### src/rtl/sha512_half_sigma_pkg.sv
package sha512_half_sigma_pkg;

    localparam int unsigned HS_WORD_W = 32;
    localparam int unsigned HS_OP_W   = 3;

    typedef enum logic [HS_OP_W-1:0] {
        HS_SUM0R = 3'd0,
        HS_SUM1R = 3'd1,
        HS_SIG0L = 3'd2,
        HS_SIG1L = 3'd3,
        HS_SIG0H = 3'd4,
        HS_SIG1H = 3'd5
    } hs_op_e;

    localparam int unsigned HS_OP_LAST = 5;

    // Rotation and shift amounts of the six forms
    localparam int unsigned S0R_L1 = 25, S0R_L2 = 30, S0R_R3 = 28;
    localparam int unsigned S1R_L1 = 23, S1R_R2 = 14, S1R_R3 = 18;
    localparam int unsigned G0_R1  = 1,  G0_R2  = 7,  G0_R3  = 8;
    localparam int unsigned G1_L1  = 3,  G1_R2  = 6,  G1_R3  = 19;

endpackage

### src/rtl/hs_legal_check.sv
module hs_legal_check
    import sha512_half_sigma_pkg::*;
#(
    parameter int unsigned OP_W = HS_OP_W
) (
    input  logic [OP_W-1:0] op_sel,
    input  logic            xlen32_mode,
    input  logic            ext_enable,
    output logic            legal
);
    logic code_ok;

    always_comb begin
        code_ok = (32'(op_sel) <= HS_OP_LAST);
        legal   = code_ok && xlen32_mode && ext_enable;
    end
endmodule

### src/rtl/hs_sigma_core.sv
module hs_sigma_core
    import sha512_half_sigma_pkg::*;
#(
    parameter int unsigned WORD_W = HS_WORD_W,
    parameter int unsigned OP_W   = HS_OP_W
) (
    input  logic [OP_W-1:0]   op_sel,
    input  logic [WORD_W-1:0] src_a,
    input  logic [WORD_W-1:0] src_b,
    output logic [WORD_W-1:0] result
);
    localparam int unsigned DW = 2 * WORD_W;

    function automatic logic [DW-1:0] rot_r(input logic [DW-1:0] v, input int unsigned n);
        logic [2*DW-1:0] dbl;
        dbl = {v, v} >> n;
        return dbl[DW-1:0];
    endfunction

    function automatic logic [DW-1:0] rot_l(input logic [DW-1:0] v, input int unsigned n);
        return rot_r(v, DW - n);
    endfunction

    logic [DW-1:0] x;
    logic [DW-1:0] lo_zx;
    logic [DW-1:0] mix;

    always_comb begin
        x     = {src_b, src_a};
        lo_zx = {{WORD_W{1'b0}}, x[WORD_W-1:0]};
        unique case (op_sel)
            HS_SUM0R: mix = rot_l(x, S0R_L1) ^ rot_l(x, S0R_L2) ^ rot_r(x, S0R_R3);
            HS_SUM1R: mix = rot_l(x, S1R_L1) ^ rot_r(x, S1R_R2) ^ rot_r(x, S1R_R3);
            HS_SIG0L: mix = rot_r(x, G0_R1)  ^ rot_r(x, G0_R2)  ^ rot_r(x, G0_R3);
            HS_SIG1L: mix = rot_l(x, G1_L1)  ^ rot_r(x, G1_R2)  ^ rot_r(x, G1_R3);
            HS_SIG0H: mix = rot_r(x, G0_R1)  ^ (lo_zx >> G0_R2) ^ rot_r(x, G0_R3);
            HS_SIG1H: mix = rot_l(x, G1_L1)  ^ (lo_zx >> G1_R2) ^ rot_r(x, G1_R3);
            default:  mix = '0;
        endcase
        result = mix[WORD_W-1:0];
    end
endmodule

### src/rtl/sha512_half_sigma.sv
module sha512_half_sigma
    import sha512_half_sigma_pkg::*;
#(
    parameter int unsigned WORD_W = HS_WORD_W,
    parameter int unsigned OP_W   = HS_OP_W
) (
    input  logic              clk,
    input  logic              rst,
    input  logic              in_valid,
    input  logic [OP_W-1:0]   op_sel,
    input  logic [WORD_W-1:0] src_a,
    input  logic [WORD_W-1:0] src_b,
    input  logic              xlen32_mode,
    input  logic              ext_enable,
    output logic              out_valid,
    output logic [WORD_W-1:0] out_result,
    output logic              out_illegal
);
    typedef struct packed {
        logic              valid;
        logic              illegal;
        logic [WORD_W-1:0] result;
    } hs_state_t;

    hs_state_t         state_d, state_q;
    logic              legal;
    logic [WORD_W-1:0] core_res;

    hs_legal_check #(.OP_W(OP_W)) u_legal (
        .op_sel      (op_sel),
        .xlen32_mode (xlen32_mode),
        .ext_enable  (ext_enable),
        .legal       (legal)
    );

    hs_sigma_core #(.WORD_W(WORD_W), .OP_W(OP_W)) u_core (
        .op_sel (op_sel),
        .src_a  (src_a),
        .src_b  (src_b),
        .result (core_res)
    );

    always_comb begin
        state_d.valid   = in_valid;
        state_d.illegal = in_valid && !legal;
        state_d.result  = (in_valid && legal) ? core_res : '0;
    end

    always_ff @(posedge clk) begin
        if (rst) begin
            state_q <= '0;
        end else begin
            state_q <= state_d;
        end
    end

    assign out_valid   = state_q.valid;
    assign out_illegal = state_q.illegal;
    assign out_result  = state_q.result;
endmodule

### config.mk
export PLATFORM = sky130hd
export DESIGN_NAME = sha512_half_sigma
export DESIGN_NICKNAME = d
export VERILOG_FILES = /design/src/rtl/sha512_half_sigma_pkg.sv /design/src/rtl/hs_legal_check.sv /design/src/rtl/hs_sigma_core.sv /design/src/rtl/sha512_half_sigma.sv
export SDC_FILE = /design/constraint.sdc
export NUM_CORES = 1
export LEC_CHECK = 0
export BUFFER_PORTS_ARGS = -buffer_cell sky130_fd_sc_hd__buf_2
export CAP_MARGIN = 30
export CORE_MARGIN = 4
export CORE_UTILIZATION = 52
export DETAILED_ROUTE_END_ITERATION = 10
export GPL_ROUTABILITY_DRIVEN = 0
export PLACE_DENSITY_LB_ADDON = 0.15
export SLEW_MARGIN = 30
export SYNTH_ARGS = -nofsm -noshare
export SYNTH_HDL_FRONTEND = slang
export SYNTH_SLANG_ARGS = --single-unit
### constraint.sdc
create_clock -name clk -period 1.8 [get_ports clk]
set_input_delay 0.09 -clock clk [delete_from_list [all_inputs] [get_ports clk]]
set_output_delay 0.09 -clock clk [all_outputs]
set_load 0.01 [all_outputs]
==> Yosys cells after proc, flatten, opt, wreduce, memory -nomap -nowiden <==
Cells that the tools add are included.
{ "totals": {"ff_bits": 34, "latch_bits": 0, "mem_bits_rw": 0, "romBits": 0, "in_bits": 72, "out_inout_bits": 34, "mem_count": 0} }
{ "op_classes": {"addsub": 0, "n_mul": 0, "n_div": 0, "magnitude_cmp": 1, "n_eq_ne": 5, "shift": 0, "muxes": 1, "bitwise": 13, "reduce_logical": 7} }
{ "op_table": {"columns": ["op", "count"], "rows": [
  ["XOR 32 bit", 10],
  ["one-hot mux 32 bit (6 select lines)", 1],
  ["XOR 32 x 25 -> 32 bit", 1],
  ["XOR 32 x 26 -> 32 bit", 1],
  ["== test 3 x 2 -> 1 bit (second input constant)", 2],
  ["== test 3 bit (second input constant)", 2],
  ["logical AND 1 bit", 4],
  ["== test 3 x 1 -> 1 bit (second input constant)", 1],
  ["<= comparator 3 bit (second input constant)", 1],
  ["logical NOT 3 bit", 1],
  ["OR reduction 2 bit", 1],
  ["logical NOT 1 bit", 1],
  ["inverter 1 bit", 1]
]} }

==> Longest topological paths before layout <==
{ "logic_depth": {"word_depth": 6, "depth_mapped": 6, "depth_no_buf": 4} }

==> Cells and area by module <==
Synthesis repeated with hierarchy kept, for this count alone.
{ "unflattened": {"cells_unflattened": 542, "area_unflattened_um2": 4584.4} }
{ "modules_own_cells": {"columns": ["mod", "n_inst", "cells_per_inst", "area_each_um2"], "rows": [
  ["hs_sigma_core", 1, 463, 3493.4],
  ["sha512_half_sigma", 1, 77, 1078.5],
  ["hs_legal_check", 1, 2, 12.5]
]} }

==> Worst setup path before layout <==
Ideal clock, no wire load.
{ "synth_path": {"path_type": "input port to flip-flop", "start": "in op_sel[2]", "end": "reg state_q (netlist bit out_result[26])", "setup_ns": 0.070, "arrival_ns": 1.157, "required_ns": 1.730, "slack_ns": 0.572, "cell_stages": 5, "path_buffers": 1, "cell_sequence": "clkbuf_2 nand2b_1 or3_1 a32o_1 a21oi_1"} }
{ "synth_via": {"elab_chain_cells": 6, "elab_cells_between_ends": 13} }
{ "synth_rtl": {"columns": ["item", "line_no", "text"], "rows": [
  ["start: declaration", "sha512_half_sigma.sv:10", "input logic [OP_W-1:0] op_sel,"],
  ["<= comparator 3 bit", "hs_legal_check.sv:14", "code_ok = (32'(op_sel) <= HS_OP_LAST);"],
  ["logical AND 1 bit (2 in series)", "hs_legal_check.sv:15", "legal = code_ok && xlen32_mode && ext_enable;"],
  ["logical AND 1 bit", "sha512_half_sigma.sv:46", "state_d.result = (in_valid && legal) ? core_res : '0;"],
  ["inverter 1 bit (no line)", null, null],
  ["OR reduction 2 bit (no line)", null, null],
  ["end signal: assignment", "sha512_half_sigma.sv:53", "state_q <= state_d;"],
  ["end: declaration", "sha512_half_sigma.sv:25", "hs_state_t state_d, state_q;"]
]} }
Parallel ways exist; a longest one is shown, timed or not.
A chain may end at the register's enable or synchronous reset.

==> Worst setup path after layout <==
{ "layout_path": {"start": "in rst", "end": "reg state_q (netlist bit out_result[28])"} }
{ "layout_via": {"elab_chain_cells": 1} }
{ "layout_rtl": {"columns": ["item", "line_no", "text"], "rows": [
  ["start: declaration", "sha512_half_sigma.sv:8", "input logic rst,"],
  ["OR reduction 2 bit (no line)", null, null]
]} }
No other way between the ends.

==> run summary <==
status: finished, final reports clean
Post-CTS Setup Inserts: 0
Switching Fraction: 38.1%
final wirelength: 14,600 um
vias per cell: 6.09
Fin. Hold Viols: 0
Req. time, crit path: 1990 ps
Final Cycle Share: 79.2%
register share of total power: 29.2%
leading area contributor after synthesis: xnor2_1
kind of end point of the critical path: register
drt pass-1 iters: 5
GR peak layer: met2
CP max stage delay: 540 ps
Post-route DRC: 0
cts bufs inserted: 5
Reg area: 681 sq um
P_int: 1.63 mW
CTS Hold Bufs: 1
first-pass GRT wire length: 22,000 um
NetSw: 1.00 mW
final std cells w/o fill: 651
flops & latches, synth: 34
mapped cell area: 4160 sq um
Net Count, Synth: 581
Sink Count: 34
RSZ-0062 raised after global routing: false
Die Ht: 97.5 um
Synth Instances: 509
port bufs: 105
GR Util met3: 6.75%
clk buf depth: 2
Critical-path top delay cell: dlygate4sd3_1
Synth area leaders: xnor2_1 (49%), dfxtp_1 (16%), a22oi_1 (10%), buf_2 (4.1%), clkbuf_1 (4.1%)
Multi-input gate area: 3110 sq um
synth unique cells: 33
crit path from: rst
gr ovfl total: 0
initial antenna violation count: 0
Max IR drop VDD: 266 uV
Cell Pwr Density: 569 nW/um^2
Clk pin slew, worst setup/hold paths: 70 ps
worst path bufs/invs: 3
Die W: 97.5 um
crit path max fanout: 32
fill cell count: 750
H-tree levels: 2
top-level I/O count: 106
CTS tree: yes
Critical Path AT: 1610 ps
Mapped Avg Cell Area: 8.18 sq um
Yosys warning count: 0
vias in the first global route: 3,827
setup_tns: 0 ps
Layout Nets: 621
met1 Usage GRT: 38.5%
largest net degree at the start of global routing: 33
Crit Path Category: primary input to register
Rel. slew slack: 53.6%
Starting DRT DRC Count: 424
GRT Overall Usage: 29.6%
share of post-route cells with drive strength above 1: 22.4%
sequence of cells on the critical path: dlygate4sd3_1, buf_2, nor2b_1, nand4_1, buf_4, a41oi_1
part of the power in the clock network: 21.3%
fin. max-slew vios: 0
starting density of the core: 53.6%
vias: 3,962
Leak Pwr: 1.58 nW
# diodes: 0
clock root cell: clkbuf_8
delay-heaviest family, CP: buffers and inverters
count leader, synth: xnor2_1
Routed Antenna Nets: 0
Worst-Margin Slew: 695 ps
HP Class: primary input to register
Tmin final: 1430 ps
fmax: 701 MHz
sequential area share after synthesis: 16.3%
M2 GR Usage: 48.2%
Setup Viol. Count Final: 0
post-synthesis async set-or-reset flop share: 0%
number of placed instances, taps included: 643
area grow syn2layout: 11.3%
post-synth top area share: 49.4%
number of synthesized flops with an enable pin: 0
FP Rows: 32
die area: 9500 sq um
Resize count post-CTS: 0
number of max-cap violations: 0
Primary FF master, synth: dfxtp_1
DR WL/cell: 22.5 um
synth cell count leaders: xnor2_1 (235), a22oi_1 (56), clkbuf_1 (45)
Startpoint Class: primary input
CP Depth: 6
crit path to: out_result[28]$_SDFF_PP0_
core footprint: 7770 sq um
Comb pwr share: 49.6%
HPWL after DPL: 10,300 um
==> worst min path at each step <==
stage,from,cells past startpoint,endpoint
after detailed placement,rst,2,out_valid$_SDFF_PP0_
after global placement,rst,2,out_valid$_SDFF_PP0_
after CTS,xlen32_mode,2,out_illegal$_SDFF_PP0_
final,xlen32_mode,2,out_illegal$_SDFF_PP0_
after global routing,xlen32_mode,2,out_illegal$_SDFF_PP0_
after floorplan,rst,1,out_valid$_SDFF_PP0_
==> area by class of cell <==
| cell class | count | area share [%] |
|---|---|---|
| flip-flops and latches | 34 | 14.7 |
| multi-input cells | 387 | 67.2 |
| inverters | 7 | 0.567 |
| well taps | 102 | 2.75 |
| clock buffers | 7 | 1.65 |
| repair buffers | 114 | 13.1 |
==> cell families (layout without fill, tap and decap cells) <==
family | Yosys count | count (layout) | synth area share (%)
AOI/OAI and AO/OA | 114 | 114 | 18.7
xor gates and xnor gates | 244 | 244 | 51.3
buffers and inverters | 88 | 128 | 8.98
DFF | 34 | 34 | 16.3
and+or+nand+nor | 29 | 29 | 4.69
==> power groups by stage <==
stage	registers [mW]	clock network, mW	logic [mW]
finish	0.769	0.561	1.31
global route	0.770	0.595	1.39
CTS	0.769	0.566	1.28
detailed placement	0.787	0	1.28
global placement	0.787	0	1.26
floorplan	0.794	0	1.00
==> state kept, by name, summed over array words and instances (netlist names) <==
register / flops
out_result: 32
out_illegal: 1
out_valid: 1
==> through the flow <==
| stage | power [mW] | worst slack (ps) | utilization [%] | hold slack, ps | area [sq um] |
|---|---|---|---|---|---|
| 2_1_floorplan | 1.79 | 572 | - | 185 | 4160 |
| 6_report | 2.64 | 374 | 59.6 | 18.9 | 4630 |
| 3_5_place_dp | 2.06 | 236 | 58.5 | 285 | 4550 |
| 5_1_grt | 2.76 | 261 | 59.6 | 18.3 | 4630 |
| 3_3_place_gp | 2.05 | 73.5 | 58.5 | 276 | 4540 |
| 4_1_cts | 2.62 | 406 | 59.6 | 15.4 | 4630 |
==> layer usage <==
metal,up-vias,share of wire [%],wire [um]
met5,-,0,0
met4,0,3.4,504
met3,43,11,1680
met2,290,46,6700
met1,1883,39,5760
li1,1746,-,-
==> cell usage in the layout (no fill, tap or decap), types with 5 or more instances in the layout <==
cell | netlist | routed
xnor2_1 | 235 | 235
buf_2 | 34 | 105
a22oi_1 | 56 | 56
dfxtp_1 | 34 | 34
a21oi_1 | 30 | 30
xor2_1 | 9 | 9
o21ai_0 | 8 | 8
buf_4 | 0 | 7
nor3b_1 | 6 | 6
inv_1 | 6 | 6
a31oi_1 | 5 | 5
a32o_1 | 5 | 5
clkbuf_8 | 0 | 5
(Power assumes the default switching activity.)
